### config.mk
export PLATFORM = sky130hd
export DESIGN_NAME = phase_window_search
export DESIGN_NICKNAME = d
export VERILOG_FILES = /design/src/rtl/phase_search_pkg.sv /design/src/rtl/phase_search_dp.sv /design/src/rtl/phase_search_ctl.sv /design/src/rtl/phase_window_search.sv
export SDC_FILE = /design/constraint.sdc
export NUM_CORES = 1
export LEC_CHECK = 0
export ABC_AREA = 1
export BUFFER_PORTS_ARGS = -buffer_cell sky130_fd_sc_hd__buf_2
export CELL_PAD_IN_SITES_DETAIL_PLACEMENT = 1
export CELL_PAD_IN_SITES_GLOBAL_PLACEMENT = 1
export CORE_AREA = 10 10 101 103
export DETAILED_ROUTE_END_ITERATION = 10
export DIE_AREA = 0 0 111 113
export GPL_TIMING_DRIVEN = 0
export HOLD_SLACK_MARGIN = 0.03
export PLACE_DENSITY_LB_ADDON = 0.3
export SETUP_SLACK_MARGIN = 0.05
export SLEW_MARGIN = 0
export SYNTH_ARGS = -nofsm -noshare
export SYNTH_HDL_FRONTEND = slang
export SYNTH_SLANG_ARGS = --single-unit
### constraint.sdc
create_clock -name clk -period 2.05 [get_ports clk]
set_input_delay 0.205 -clock clk [delete_from_list [all_inputs] [get_ports clk]]
set_output_delay 0.205 -clock clk [all_outputs]
set_load 0.02 [all_outputs]
### src/rtl/phase_search_pkg.sv
package phase_search_pkg;

  // Kind of delay line write requested by the control FSM
  typedef enum logic [1:0] {
    WR_NONE,
    WR_CTRL_BOTH,
    WR_CFG,
    WR_CTRL_DLY
  } wrKind_e;

  // Strobes from control to datapath
  typedef struct packed {
    logic sweepInit;  // latch calibration, clear run tracking, phase = 0
    logic phaseStep;  // advance to next trial phase
    logic trialPass;  // current trial passed
    logic trialFail;  // current trial failed or timed out
    logic waitTick;   // count one more waiting cycle
    logic loadFinal;  // capture centre phase into chosen register
    logic cfgFinal;   // configuration write carries the chosen phase
  } ctlStrobe_t;

  // Register select values and field positions seen by the delay line
  localparam logic CTRL_ADDR    = 1'b0;
  localparam logic CFG_ADDR     = 1'b1;
  localparam int   CTRL_DLY_BIT = 0;
  localparam int   CTRL_SMP_BIT = 1;
  localparam int   CFG_SEL_LSB  = 0;
  localparam int   CFG_UNIT_LSB = 8;

endpackage

### src/rtl/phase_search_dp.sv
module phase_search_dp
  import phase_search_pkg::*;
#(
  parameter int SEL_W       = 4,
  parameter int UNIT_W      = 7,
  parameter int DATA_W      = 32,
  parameter int TIMEOUT_CYC = 256
) (
  input  logic              clk,
  input  logic              rstN,
  input  ctlStrobe_t        ctl,
  input  wrKind_e           wrKind,
  input  logic              pwrCfgWrite,
  input  logic [UNIT_W-1:0] calUnit,
  input  logic [SEL_W-1:0]  calMaxPhase,
  output logic              lastPhase,
  output logic              timedOut,
  output logic              bestZero,
  output logic [SEL_W-1:0]  chosenPhase,
  output logic              regWrEn,
  output logic              regWrAddr,
  output logic [DATA_W-1:0] regWrData
);

  localparam int LEN_W  = SEL_W + 1;
  localparam int WAIT_W = $clog2(TIMEOUT_CYC + 1);
  localparam logic [WAIT_W-1:0] WAIT_LAST = WAIT_W'(TIMEOUT_CYC - 1);

  logic [UNIT_W-1:0] unitQ;
  logic [SEL_W-1:0]  maxQ;
  logic [SEL_W-1:0]  trialPhase;
  logic [LEN_W-1:0]  curLen;
  logic [LEN_W-1:0]  bestLen;
  logic [SEL_W-1:0]  bestEnd;
  logic [SEL_W-1:0]  chosenQ;
  logic [WAIT_W-1:0] waitCnt;

  logic [LEN_W-1:0]  runNext;
  logic [SEL_W-1:0]  centrePhase;
  logic [SEL_W-1:0]  selVal;

  assign runNext     = curLen + LEN_W'(1);
  // window end minus half the window length, rounded down
  assign centrePhase = bestEnd - bestLen[LEN_W-1:1];

  // calibration latch and trial phase counter
  always_ff @(posedge clk) begin
    if (!rstN) begin
      unitQ      <= '0;
      maxQ       <= '0;
      trialPhase <= '0;
    end else if (ctl.sweepInit) begin
      unitQ      <= calUnit;
      maxQ       <= calMaxPhase;
      trialPhase <= '0;
    end else if (ctl.phaseStep) begin
      trialPhase <= trialPhase + SEL_W'(1);
    end
  end

  // run tracking
  always_ff @(posedge clk) begin
    if (!rstN) begin
      curLen  <= '0;
      bestLen <= '0;
      bestEnd <= '0;
    end else if (ctl.sweepInit) begin
      curLen  <= '0;
      bestLen <= '0;
      bestEnd <= '0;
    end else if (ctl.trialFail) begin
      curLen <= '0;
    end else if (ctl.trialPass) begin
      curLen <= runNext;
      if (runNext > bestLen) begin
        bestLen <= runNext;
        bestEnd <= trialPhase;
      end
    end
  end

  // response wait counter
  always_ff @(posedge clk) begin
    if (!rstN) begin
      waitCnt <= '0;
    end else if (ctl.waitTick) begin
      waitCnt <= waitCnt + WAIT_W'(1);
    end else begin
      waitCnt <= '0;
    end
  end

  // chosen phase register
  always_ff @(posedge clk) begin
    if (!rstN) begin
      chosenQ <= '0;
    end else if (ctl.loadFinal) begin
      chosenQ <= centrePhase;
    end
  end

  assign lastPhase   = (trialPhase == maxQ);
  assign timedOut    = (waitCnt == WAIT_LAST);
  assign bestZero    = (bestLen == '0);
  assign chosenPhase = chosenQ;
  assign selVal      = ctl.cfgFinal ? chosenQ : trialPhase;

  // write port: power clear wins over any sweep write
  always_comb begin
    regWrEn   = 1'b0;
    regWrAddr = CTRL_ADDR;
    regWrData = '0;
    if (pwrCfgWrite) begin
      regWrEn = 1'b1;
    end else begin
      unique case (wrKind)
        WR_CTRL_BOTH: begin
          regWrEn                 = 1'b1;
          regWrData[CTRL_DLY_BIT] = 1'b1;
          regWrData[CTRL_SMP_BIT] = 1'b1;
        end
        WR_CFG: begin
          regWrEn                              = 1'b1;
          regWrAddr                            = CFG_ADDR;
          regWrData[CFG_SEL_LSB +: SEL_W]      = selVal;
          regWrData[CFG_UNIT_LSB +: UNIT_W]    = unitQ;
        end
        WR_CTRL_DLY: begin
          regWrEn                 = 1'b1;
          regWrData[CTRL_DLY_BIT] = 1'b1;
        end
        default: ;
      endcase
    end
  end

endmodule

### src/rtl/phase_search_ctl.sv
module phase_search_ctl
  import phase_search_pkg::*;
(
  input  logic       clk,
  input  logic       rstN,
  input  logic       startReq,
  input  logic       pwrCfgWrite,
  input  logic       tuneDone,
  input  logic       tunePass,
  input  logic       lastPhase,
  input  logic       timedOut,
  input  logic       bestZero,
  output ctlStrobe_t ctl,
  output wrKind_e    wrKind,
  output logic       tuneReq,
  output logic       busy,
  output logic       done,
  output logic       noWindow
);

  typedef enum logic [3:0] {
    S_IDLE,
    S_ON,
    S_CFG,
    S_DLY,
    S_REQ,
    S_WAIT,
    S_EVAL,
    S_FON,
    S_FCFG,
    S_FDLY
  } state_e;

  state_e stateQ, stateD;
  logic   grant;
  logic   finishOk, finishNone;
  logic   doneQ, noWinQ;

  assign grant = !pwrCfgWrite;

  always_comb begin
    stateD     = stateQ;
    ctl        = '0;
    wrKind     = WR_NONE;
    tuneReq    = 1'b0;
    finishOk   = 1'b0;
    finishNone = 1'b0;
    unique case (stateQ)
      S_IDLE: begin
        if (startReq) begin
          ctl.sweepInit = 1'b1;
          stateD        = S_ON;
        end
      end
      S_ON: begin
        wrKind = WR_CTRL_BOTH;
        if (grant) stateD = S_CFG;
      end
      S_CFG: begin
        wrKind = WR_CFG;
        if (grant) stateD = S_DLY;
      end
      S_DLY: begin
        wrKind = WR_CTRL_DLY;
        if (grant) stateD = S_REQ;
      end
      S_REQ: begin
        tuneReq = 1'b1;
        stateD  = S_WAIT;
      end
      S_WAIT: begin
        if (tuneDone) begin
          ctl.trialPass = tunePass;
          ctl.trialFail = !tunePass;
          stateD        = S_EVAL;
        end else if (timedOut) begin
          ctl.trialFail = 1'b1;
          stateD        = S_EVAL;
        end else begin
          ctl.waitTick = 1'b1;
        end
      end
      S_EVAL: begin
        if (!lastPhase) begin
          ctl.phaseStep = 1'b1;
          stateD        = S_ON;
        end else if (bestZero) begin
          finishNone = 1'b1;
          stateD     = S_IDLE;
        end else begin
          ctl.loadFinal = 1'b1;
          stateD        = S_FON;
        end
      end
      S_FON: begin
        wrKind = WR_CTRL_BOTH;
        if (grant) stateD = S_FCFG;
      end
      S_FCFG: begin
        wrKind       = WR_CFG;
        ctl.cfgFinal = 1'b1;
        if (grant) stateD = S_FDLY;
      end
      S_FDLY: begin
        wrKind = WR_CTRL_DLY;
        if (grant) begin
          finishOk = 1'b1;
          stateD   = S_IDLE;
        end
      end
      default: stateD = S_IDLE;
    endcase
  end

  always_ff @(posedge clk) begin
    if (!rstN) begin
      stateQ <= S_IDLE;
      doneQ  <= 1'b0;
      noWinQ <= 1'b0;
    end else begin
      stateQ <= stateD;
      doneQ  <= finishOk | finishNone;
      noWinQ <= finishNone;
    end
  end

  assign busy     = (stateQ != S_IDLE);
  assign done     = doneQ;
  assign noWindow = noWinQ;

endmodule

### src/rtl/phase_window_search.sv
module phase_window_search
  import phase_search_pkg::*;
#(
  parameter int SEL_W       = 4,
  parameter int UNIT_W      = 7,
  parameter int DATA_W      = 32,
  parameter int TIMEOUT_CYC = 256
) (
  input  logic              clk,
  input  logic              rstN,
  input  logic              startReq,
  input  logic [UNIT_W-1:0] calUnit,
  input  logic [SEL_W-1:0]  calMaxPhase,
  input  logic              pwrCfgWrite,
  output logic              tuneReq,
  input  logic              tuneDone,
  input  logic              tunePass,
  output logic              regWrEn,
  output logic              regWrAddr,
  output logic [DATA_W-1:0] regWrData,
  output logic [SEL_W-1:0]  chosenPhase,
  output logic              busy,
  output logic              done,
  output logic              noWindow
);

  ctlStrobe_t ctl;
  wrKind_e    wrKind;
  logic       lastPhase;
  logic       timedOut;
  logic       bestZero;

  phase_search_ctl ctl_i (
    .clk         (clk),
    .rstN        (rstN),
    .startReq    (startReq),
    .pwrCfgWrite (pwrCfgWrite),
    .tuneDone    (tuneDone),
    .tunePass    (tunePass),
    .lastPhase   (lastPhase),
    .timedOut    (timedOut),
    .bestZero    (bestZero),
    .ctl         (ctl),
    .wrKind      (wrKind),
    .tuneReq     (tuneReq),
    .busy        (busy),
    .done        (done),
    .noWindow    (noWindow)
  );

  phase_search_dp #(
    .SEL_W       (SEL_W),
    .UNIT_W      (UNIT_W),
    .DATA_W      (DATA_W),
    .TIMEOUT_CYC (TIMEOUT_CYC)
  ) dp_i (
    .clk         (clk),
    .rstN        (rstN),
    .ctl         (ctl),
    .wrKind      (wrKind),
    .pwrCfgWrite (pwrCfgWrite),
    .calUnit     (calUnit),
    .calMaxPhase (calMaxPhase),
    .lastPhase   (lastPhase),
    .timedOut    (timedOut),
    .bestZero    (bestZero),
    .chosenPhase (chosenPhase),
    .regWrEn     (regWrEn),
    .regWrAddr   (regWrAddr),
    .regWrData   (regWrData)
  );

endmodule

=== Word level (Yosys, flattened, before mapping) ===
Cells that the tools add are included.

* Bits in registers: 48
* Bits of input ports: 17
* Output and inout port bits: 42
* Word-level logic and storage cells: 99

* Add/subtract/negate cells: 4
* Magnitude comparators: 1
* Equality and inequality tests: 22
* Muxes and demuxes: 44
* Bitwise gates (word level): 3
* Reductions and logical operators: 14

{| class="wikitable"
|+ Operator list
! operator !! number
|-
| 4-bit 2-to-1 mux || 11
|-
| 4-bit case mux with 10 select lines || 1
|-
| 1-bit 2-to-1 mux || 23
|-
| 4-bit by 3-bit equality test with 1-bit output (second input constant) || 4
|-
| 7-bit 2-to-1 mux || 2
|-
| 2-bit inequality test (second input constant) || 7
|-
| 2-bit OR reduction || 5
|-
| 9-bit by 1-bit adder with 9-bit output (second input constant) || 1
|-
| 9-bit by 8-bit equality test with 1-bit output (second input constant) || 1
|-
| 3-bit 2-to-1 mux || 3
|-
| 4-bit by 2-bit equality test with 1-bit output (second input constant) || 2
|-
| 4-bit equality test (second input constant) || 2
|-
| 8-bit AND reduction || 1
|-
| 2-bit case mux with 3 select lines || 1
|-
| 3-bit OR reduction || 2
|-
| 5-bit by 1-bit adder with 5-bit output (second input constant) || 1
|-
| 5-bit > comparator || 1
|-
| 5-bit zero test || 1
|-
| 4-bit by 1-bit adder with 4-bit output (second input constant) || 1
|-
| 2-bit equality test (second input constant) || 2
|-
| 4-bit by 1-bit equality test with 1-bit output (second input constant) || 1
|-
| 4-bit equality test || 1
|-
| 4-bit zero test || 1
|-
| 1-bit case mux with 2 select lines || 2
|-
| other kinds (10) || 11
|}

=== Depth between registers and ports, before layout ===
Gate-level depths: netlist of the first run.

* Word-level depth: 7
* Mapped depth: 15
* Gate-level depth less buffers: 15

=== Hierarchy ===
Synthesis of the first run repeated with hierarchy kept, for this count alone.

* Cell total of the unflattened synthesis: 419
* Area total of the unflattened synthesis: 2937.8 um^2

{| class="wikitable"
|+ By module, submodules not included
! module !! times used !! cells an instance !! area each (um^2) !! sequential area each (um^2)
|-
| phase_search_dp || 1 || 327 || 2396.0 || 840.8
|-
| phase_search_ctl || 1 || 92 || 541.8 || 120.1
|}

=== Worst setup path after synthesis of the first run ===
Ideal clock, no wire load.

* Path type: register to output
* From: reg ctl_i.stateQ[1]
* To: out regWrData[3]
* Data arrival time: 2.003 ns
* Data required time: 1.845 ns
* Slack: -0.158 ns
* Cell stages (with the launch flop): 12
* Buffers on the path: 1
* Cell sequence: dfxtp_1 -> buf_2 -> nor2_1 -> nand2_1 -> inv_2 -> nor2_1 -> nand2_1 -> ha_1 -> nand2_1 -> inv_1 -> o21ai_0 -> a21oi_1

* Cells in the longest elaborated chain, start to end: 6
* Elaborated cells between the ends (all ways): 15
* Those cells by class: eq/ne: 7; mux: 5; reduce/logical: 3

{| class="wikitable"
|+ Ends and longest elaborated chain
! item !! line !! source
|-
| start: declaration || phase_search_ctl.sv:34 || <nowiki>state_e stateQ, stateD;</nowiki>
|-
| start signal: assignment || phase_search_ctl.sv:121 || <nowiki>stateQ <= stateD;</nowiki>
|-
| 4-bit by 2-bit equality test with 1-bit output (tied with other cells) || phase_search_ctl.sv:48 || <nowiki>unique case (stateQ)</nowiki>
|-
| 2-bit OR reduction (no source line) || -- ||
|-
| 2-bit case mux with 3 select lines || phase_search_ctl.sv:48 ||
|-
| 2-bit equality test || phase_search_dp.sv:116 || <nowiki>unique case (wrKind)</nowiki>
|-
| 2-bit 2-to-1 mux (*) || phase_search_dp.sv:116 ||
|-
| 4-bit 2-to-1 mux (*) || phase_search_dp.sv:113 || <nowiki>if (pwrCfgWrite) begin</nowiki>
|-
| end: declaration || phase_window_search.sv:20 || <nowiki>output logic [DATA_W-1:0] regWrData,</nowiki>
|}

Mark *: on every way between the ends. The rest lies on a longest branch, timed or not.

=== Worst setup path after layout of the first run ===
* From: reg ctl_i.stateQ[0]
* To: reg ctl_i.stateQ[1]

* Cells in the longest elaborated chain, start to end: 3
* Elaborated cells between the ends (all ways): 20
* Those cells by class: eq/ne: 17; mux: 1; reduce/logical: 2

{| class="wikitable"
|+ Ends and longest elaborated chain
! item !! line
|-
| 4-bit by 3-bit equality test with 1-bit output (tied with other cells) || phase_search_ctl.sv:48
|-
| 3-bit by 2-bit inequality test with 1-bit output (no source line) or 2-bit inequality test (tied branches) || --
|-
| 8-bit AND reduction (no source line) || --
|}

Parallel ways exist; a longest one is shown, timed or not.
A chain may end at the register's enable or synchronous reset.

==> flow_summary.toml, run 1 <==
[status]
status = "finished, violations left"
violations = "setup timing"

[synthesis]
synth_top_family_by_area = "simple AND/OR/NAND/NOR gates"
avgSynthCellArea_sq_um = 6.883
ys_seq_area_frac = 0.3464
synth_cell_type_count = 29
synth_most_common_cell = "nand2_1"
yosys-top-cells-area = "dfxtp_1 (35%), nand2_1 (10%), inv_1 (7.7%), a21oi_1 (7.6%), ha_1 (6.8%)"
syn_area_sq_mm = 0.002774
yosys-top-cells-count = "nand2_1 (74), inv_1 (57), dfxtp_1 (48)"
synth_top_cell_by_area = "dfxtp_1"
synthArstFlopShare = 0
synth_ff_type = "dfxtp_1"
netlist_instances = 403
synthSimpleGateAreaFrac = 0.2580
synth_xor_area_frac = 0.03157
synth_compound_area_frac = 0.1322
yosys_warnings = 0
synthMuxAreaShare = 0
synth-edff-count = 0
synthAdderAreaFrac = 0.07488
synth.top_cell.area_share = 0.3464
ys_ff_latch = 48

[power_and_ir_drop]
leakagePower_uw = 0.001905
p_per_area_mw_per_mm2 = 896.4
vdd_drop_max_mv = 0.3728

[grt]
track_usage = 0.1440
grt_overflow = 0
grt_pass1_wl_um = 15230
grt_pass1_vias = 3111
grt_max_degree = 15
antenna_found_initial = 0

[routing]
first_iter_violations = 60
routed_via_density = 4.728
dr.max_layer_used = "met4"
postRouteAntennaNets = 0
wl_met1_um = 4014
met2WireLength_um = 4909
drt-total-wl_um = 9449
wl_met3_um = 392
drtPass1Iterations = 4
wl_per_cell_um = 15.31
remaining_drc_errors = 0
vias = 2917

[clock_tree]
clk_pin_slew_ps = 90
max-clock-path-buffers = 2
cts_buffers = 5
cts_tree = "built"
insertion_delay_ps = 310
cts-root-buf = "clkbuf_8"
clock_sinks = 48
cts_htree_levels = 2

[setup_path]
cp.arrival_ps = 2360
worstPathRequired_ps = 2250
worst_setup_path_start_kind = "register"
crit_family = "buffers and inverters"
max_stage_delay_ps = 380
cp_num_buf_inv = 10
reg2regPathDepth = 15
worst_r2r_startpoint = "ctl_i.stateQ[0]$_SDFFE_PN0P_"
crit_chain = "clkinvlp_4, nand3_2, inv_2, buf_4, buf_4, buf_4, buf_4, buf_4, buf_4, buf_4, buf_4, a21oi_2, nand3_1, nand2_1, a21oi_1"
crit_fanout = 4
reg2reg_to = "ctl_i.stateQ[1]$_SDFFE_PN0P_"
ff2ff_setup_slack_ps = -110
cp_common_cell = "buf_4"
slowest_stage = "dfxtp_4"
endpoint_kind = "register"
worstSetupPathType = "reg2reg"

[floorplan]
fp.dieArea_sq_mm = 0.01254
coreArea_sq_mm = 0.008134
start_util = 0.3410
dieWidth_um = 111
fp.dieH_um = 113
rows = 33
pin_count = 59

[finish]
antenna_cells = 0
syn2layout_area_growth_pct = 48.80
drive_gt1_frac = 0.4219
fillCellCount = 1007
final_nets = 544
final_cell_count_no_fill = 617

[sta]
final_hold_viol_count = 0
setup_ws_ps = -107.4
grt_setup_unrepaired = "true"
hold_ws_ps = 173.6
slew_headroom = 0.6244
min_period_ps = 2157
finalSetupViolCount = 15
skew_ps = 5.161
worstMarginPinSlew_ps = 563.5
period_share = 1.052
max_freq_mhz = 463.5
finalMaxSlewViolations = 0

[min_path]
hold_depth = 3
min_path_type = "in2reg"
holdPathEnd = "dp_i.unitQ[5]$_SDFFE_PN0P_"
holdCritStartpoint = "calUnit[5]"

[place]
portBuffers = 36
dp_hpwl_um = 6168
gp_congestion = 0.7801
place_ws_ps = -252.0
dpl.cell_count = 564

[flow_run]
maxCapViolCount = 0
metal layers:
layer	up-vias	track usage
met3	10	0.03698
met1	1407	0.1628
met4	0	0.04861
met5	-	0
met2	53	0.2575
li1	1447	-
cells by family (layout without fill, tap and decap cells):
logic type / count (synthesis) / count (layout)
buf+inv: 92 / 181
flops: 48 / 48
compound gates: 72 / 72
other cells: 1 / 21
xor+xnor: 10 / 10
fa+ha+maj: 16 / 16
simple gates: 164 / 164
layout make-up:
type | instances | area, sq um | area share
clock buffers | 6 | 82.58 | 0.02001
inverters | 61 | 240.2 | 0.05820
clock inverters | 2 | 10.01 | 0.002425
well taps | 105 | 131.4 | 0.03183
plain buffers | 31 | 212.7 | 0.05153
repair buffers | 81 | 601.8 | 0.1458
flip-flops and latches | 48 | 984.7 | 0.2386
multi-input cells | 283 | 1864 | 0.4517
through the flow:
stage / total power [uW] / utilization / instance area, sq um / setup TNS [ps]
after floorplan: 1940 / - / 2861 / 0
after global placement: 2219 / 0.3901 / 3173 / -2022
after detailed placement: 2254 / 0.3901 / 3173 / -3488
after CTS: 3372 / 0.4653 / 3785 / -225.3
after global routing: 3948 / 0.5075 / 4128 / -3885
final: 3700 / 0.5075 / 4128 / -691.2
cell usage in the layout (no fill, tap or decap), drive strengths merged:
master    netlist  layout
clkinv          0       2
nor3b           1       1
nor2           49      49
xor2            7       7
a21oi          42      42
conb            1      21
clkinvlp        0       1
clkbuf          7      12
o211ai          2       2
nand3          28      28
fa              1       1
o21ai          27      27
nand4           3       3
nor3            5       5
and3            1       1
nand2          77      77
inv            61      60
o22ai           1       1
ha             15      15
dfxtp          48      48
xnor2           3       3
buf            24     106
state kept, by name, indices dropped and copies added (netlist names):
name	cells
dp_i.waitCnt	9
dp_i.unitQ	7
dp_i.bestLen	5
dp_i.curLen	5
ctl_i.stateQ	4
dp_i.bestEnd	4
dp_i.chosenPhase	4
dp_i.maxQ	4
dp_i.trialPhase	4
ctl_i.done	1
ctl_i.noWindow	1
timing repair:
item                                    in CTS  in global routing
hold buffers                                 0                  0
pin swaps                                   20                 25
resized for setup                           87                 65
endpoints found under the setup margin      26                 30
cloned                                       2                  0
setup buffers                               28                 15
worst max path at each step:
stage	cells after the start	slack, ps	endpoint	startpoint
finish	15	-110	ctl_i.stateQ[1]$_SDFFE_PN0P_	ctl_i.stateQ[0]$_SDFFE_PN0P_
global route	11	-230	dp_i.bestLen[1]$_SDFFE_PP0P_	dp_i.curLen[0]$_SDFFE_PP0P_
CTS	12	-40	dp_i.bestEnd[0]$_SDFFE_PP0P_	dp_i.curLen[0]$_SDFFE_PP0P_
detailed placement	12	-250	dp_i.bestEnd[3]$_SDFFE_PP0P_	dp_i.curLen[0]$_SDFFE_PP0P_
global placement	12	-180	dp_i.bestEnd[2]$_SDFFE_PP0P_	dp_i.curLen[0]$_SDFFE_PP0P_
floorplan	13	70	dp_i.bestLen[0]$_SDFFE_PP0P_	dp_i.curLen[0]$_SDFFE_PP0P_
worst reg2reg max path, cell delays in order, from the launching register on:
cell and delay, ps:
dfxtp_4 380, clkinvlp_4 150, nand3_2 120, inv_2 50
buf_4 130, buf_4 120, buf_4 120, buf_4 130
buf_4 130, buf_4 120, buf_4 120, buf_4 120
a21oi_2 120, nand3_1 100, nand2_1 90, a21oi_1 70
where the power goes:
part / switching, uW / internal (uW)
registers: 56.3 / 1040
logic: 1190 / 807
clock network: 338 / 270
total: 1590 / 2110
No activity file was read; power rests on OpenSTA's default activity.
==> run 2: changes to the inputs <==
Settings changed: RECOVER_POWER from default to 50, SKIP_LAST_GASP from default to 1.
==> run 2 against run 1 <==
Net effect: the flow still finishes with violations (setup timing); largest cell class unchanged; non-clock buffer count is the same; maximum frequency fell by 0.15%; final cell count stayed put; sequential cell count stayed put; first-iteration DRC count increased by 5.0%; highest routed layer unchanged; hold slack hardly changed; count of clock-buffer cells in the layout unchanged; clock power barely moved; utilization down 0.34 points; global-route usage unchanged; critical path depth is the same.
==> flow_summary.toml, run 2 (synthesis results as in run 1) <==
[status]
status = "finished, violations left"
violations = "setup timing"

[sta]
slew_headroom = 0.6246
final_hold_viol_count = 0
finalMaxSlewViolations = 0
finalSetupViolCount = 18
setup_ws_ps = -110.7
min_period_ps = 2161
skew_ps = 5.132
worstMarginPinSlew_ps = 563.1
max_freq_mhz = 462.8
period_share = 1.054
grt_setup_unrepaired = "true"
setup-tns-final_ps = -756.9

[power_and_ir_drop]
power_frac_comb = 0.539
p_switching_uw = 1584
clockPowerShare = 0.165
swShare = 0.4294
vdd_drop_max_mv = 0.3729
p_per_area_mw_per_mm2 = 899.8
p_seq_frac = 0.296
leakagePower_uw = 0.001874
power.internal_uw = 2105

[routing]
drt-total-wl_um = 9458
postRouteAntennaNets = 0
vias = 2909
remaining_drc_errors = 0
drtPass1Iterations = 4
wl_per_cell_um = 15.33
routed_via_density = 4.715
first_iter_violations = 63

[floorplan]
dieWidth_um = 111
coreArea_sq_mm = 0.008134
fp.dieH_um = 113
fp.dieArea_sq_mm = 0.01254
rows = 33
start_util = 0.3410
pin_count = 59

[setup_path]
cp_common_cell = "buf_4"
slowest_stage = "dfxtp_4"
crit_chain = "clkinvlp_4, nand3_2, inv_2, buf_4, buf_4, buf_4, buf_4, buf_4, buf_4, buf_4, buf_4, a21oi_2, nand3_1, nand2_1, a21oi_1"
cp_num_buf_inv = 10
cp.arrival_ps = 2370
worstSetupPathType = "reg2reg"
endpoint_kind = "register"
crit_fanout = 4
max_stage_delay_ps = 380
crit_family = "buffers and inverters"
worst_setup_path_start_kind = "register"
worstPathRequired_ps = 2260

[grt]
grt_max_degree = 15
track_usage = 0.1440
met1_usage = 0.1628
antenna_found_initial = 0
grt_use_met2 = 0.2575
grt_pass1_wl_um = 15230
grt-busiest-layer = "met2"
met3_usage = 0.03698
grt_pass1_vias = 3113
grt_overflow = 0

[finish]
layout_common_cells = "buf_4 (64), nand2_1 (57), inv_1 (48)"
largest_reg_flops = 9
final_nets = 544
syn2layout_area_growth_pct = 47.81
final_util = 0.5041
antenna_cells = 0
largestRegisters = "dp_i.waitCnt: 9 flops, dp_i.unitQ: 7 flops"
drive_gt1_frac = 0.3906
layout_commonest_cell = "buf_4"
largest_register = "dp_i.waitCnt"

[place]
gp_congestion = 0.7801
dp_hpwl_um = 6168
place_ws_ps = -252.0
portBuffers = 36

[clock_tree]
cts_buffers = 5
cts-root-buf = "clkbuf_8"
clk_pin_slew_ps = 90
ctsHoldBuffers = 0
clock_sinks = 48
max-clock-path-buffers = 2
cts_htree_levels = 2
cts_tree = "built"
insertion_delay_ps = 310

[min_path]
min_path_type = "in2reg"

[flow_run]
maxCapViolCount = 0
## run 2: cell types whose count changed in the layout (fill, tap and decap cells not counted), moves of 2 or more
cell / before / now
dfxtp_2: 4 / 2
buf_2: 26 / 18
dfxtp_1: 39 / 41
nor2_2: 5 / 3
nor2_1: 26 / 28
clkbuf_1: 5 / 13
## run 2: final timing paths
path / start / to / slack, ps / cells after the start
worst max-delay path: ctl_i.stateQ[0]$_SDFFE_PN0P_ / ctl_i.stateQ[1]$_SDFFE_PN0P_ / -110 / 15
worst min-delay path: calUnit[5] / dp_i.unitQ[5]$_SDFFE_PN0P_ / 170 / 3
worst max register to register: ctl_i.stateQ[0]$_SDFFE_PN0P_ / ctl_i.stateQ[1]$_SDFFE_PN0P_ / -110 / 15
worst min register to register: dp_i.maxQ[2]$_SDFFE_PN0P_ / dp_i.maxQ[2]$_SDFFE_PN0P_ / 480 / 2
## run 2: metrics by stage
stage	cells	hold WS (ps)	cell area [sq um]	total power, uW
2_1_floorplan	423	388.1	2861	1940
3_3_place_gp	564	432.8	3173	2219
3_5_place_dp	564	449.9	3173	2254
4_1_cts	602	172.4	3785	3372
5_1_grt	617	198.6	4100	3934
6_report	617	173.7	4100	3689
## run 2: area by class of cell
class,count,area (sq um)
Buffer,31,212.7
Clock inverter,2,10.01
Sequential cell,48,982.2
Timing Repair Buffer,81,591.8
Multi-Input combinational cell,283,1849
Fill cell,1013,4034
Clock buffer,6,82.58
Tap cell,105,131.4
Inverter,61,240.2
## run 2: per-layer routing
layer | share of wire | wire length, um
met3 | 0.041 | 384
met5 | 0 | 0
met1 | 0.42 | 4017
met4 | 0.014 | 133
met2 | 0.52 | 4922
## run 2: power groups by stage
stage	Clock (uW)	Sequential (uW)	Combinational, uW
final	609	1090	1990
after global routing	663	1100	2170
after CTS	625	1100	1650
after detailed placement	0	1100	1150
after global placement	0	1100	1120
after floorplan	0	1090	849
## run 2: timing repair
action,CTS,global route
pin swaps,20,25
setup endpoints to repair,26,30
buffers inserted,28,15
gates resized for setup,87,65
cloned,2,0
## run 2: worst register-to-register path, stage by stage, from the launching register on
cell and delay [ps]:
dfxtp_4 380, clkinvlp_4 140, nand3_2 120, inv_2 50, buf_4 120, buf_4 120
buf_4 120, buf_4 130, buf_4 130, buf_4 120, buf_4 120, buf_4 120
a21oi_2 120, nand3_1 100, nand2_1 100, a21oi_1 70
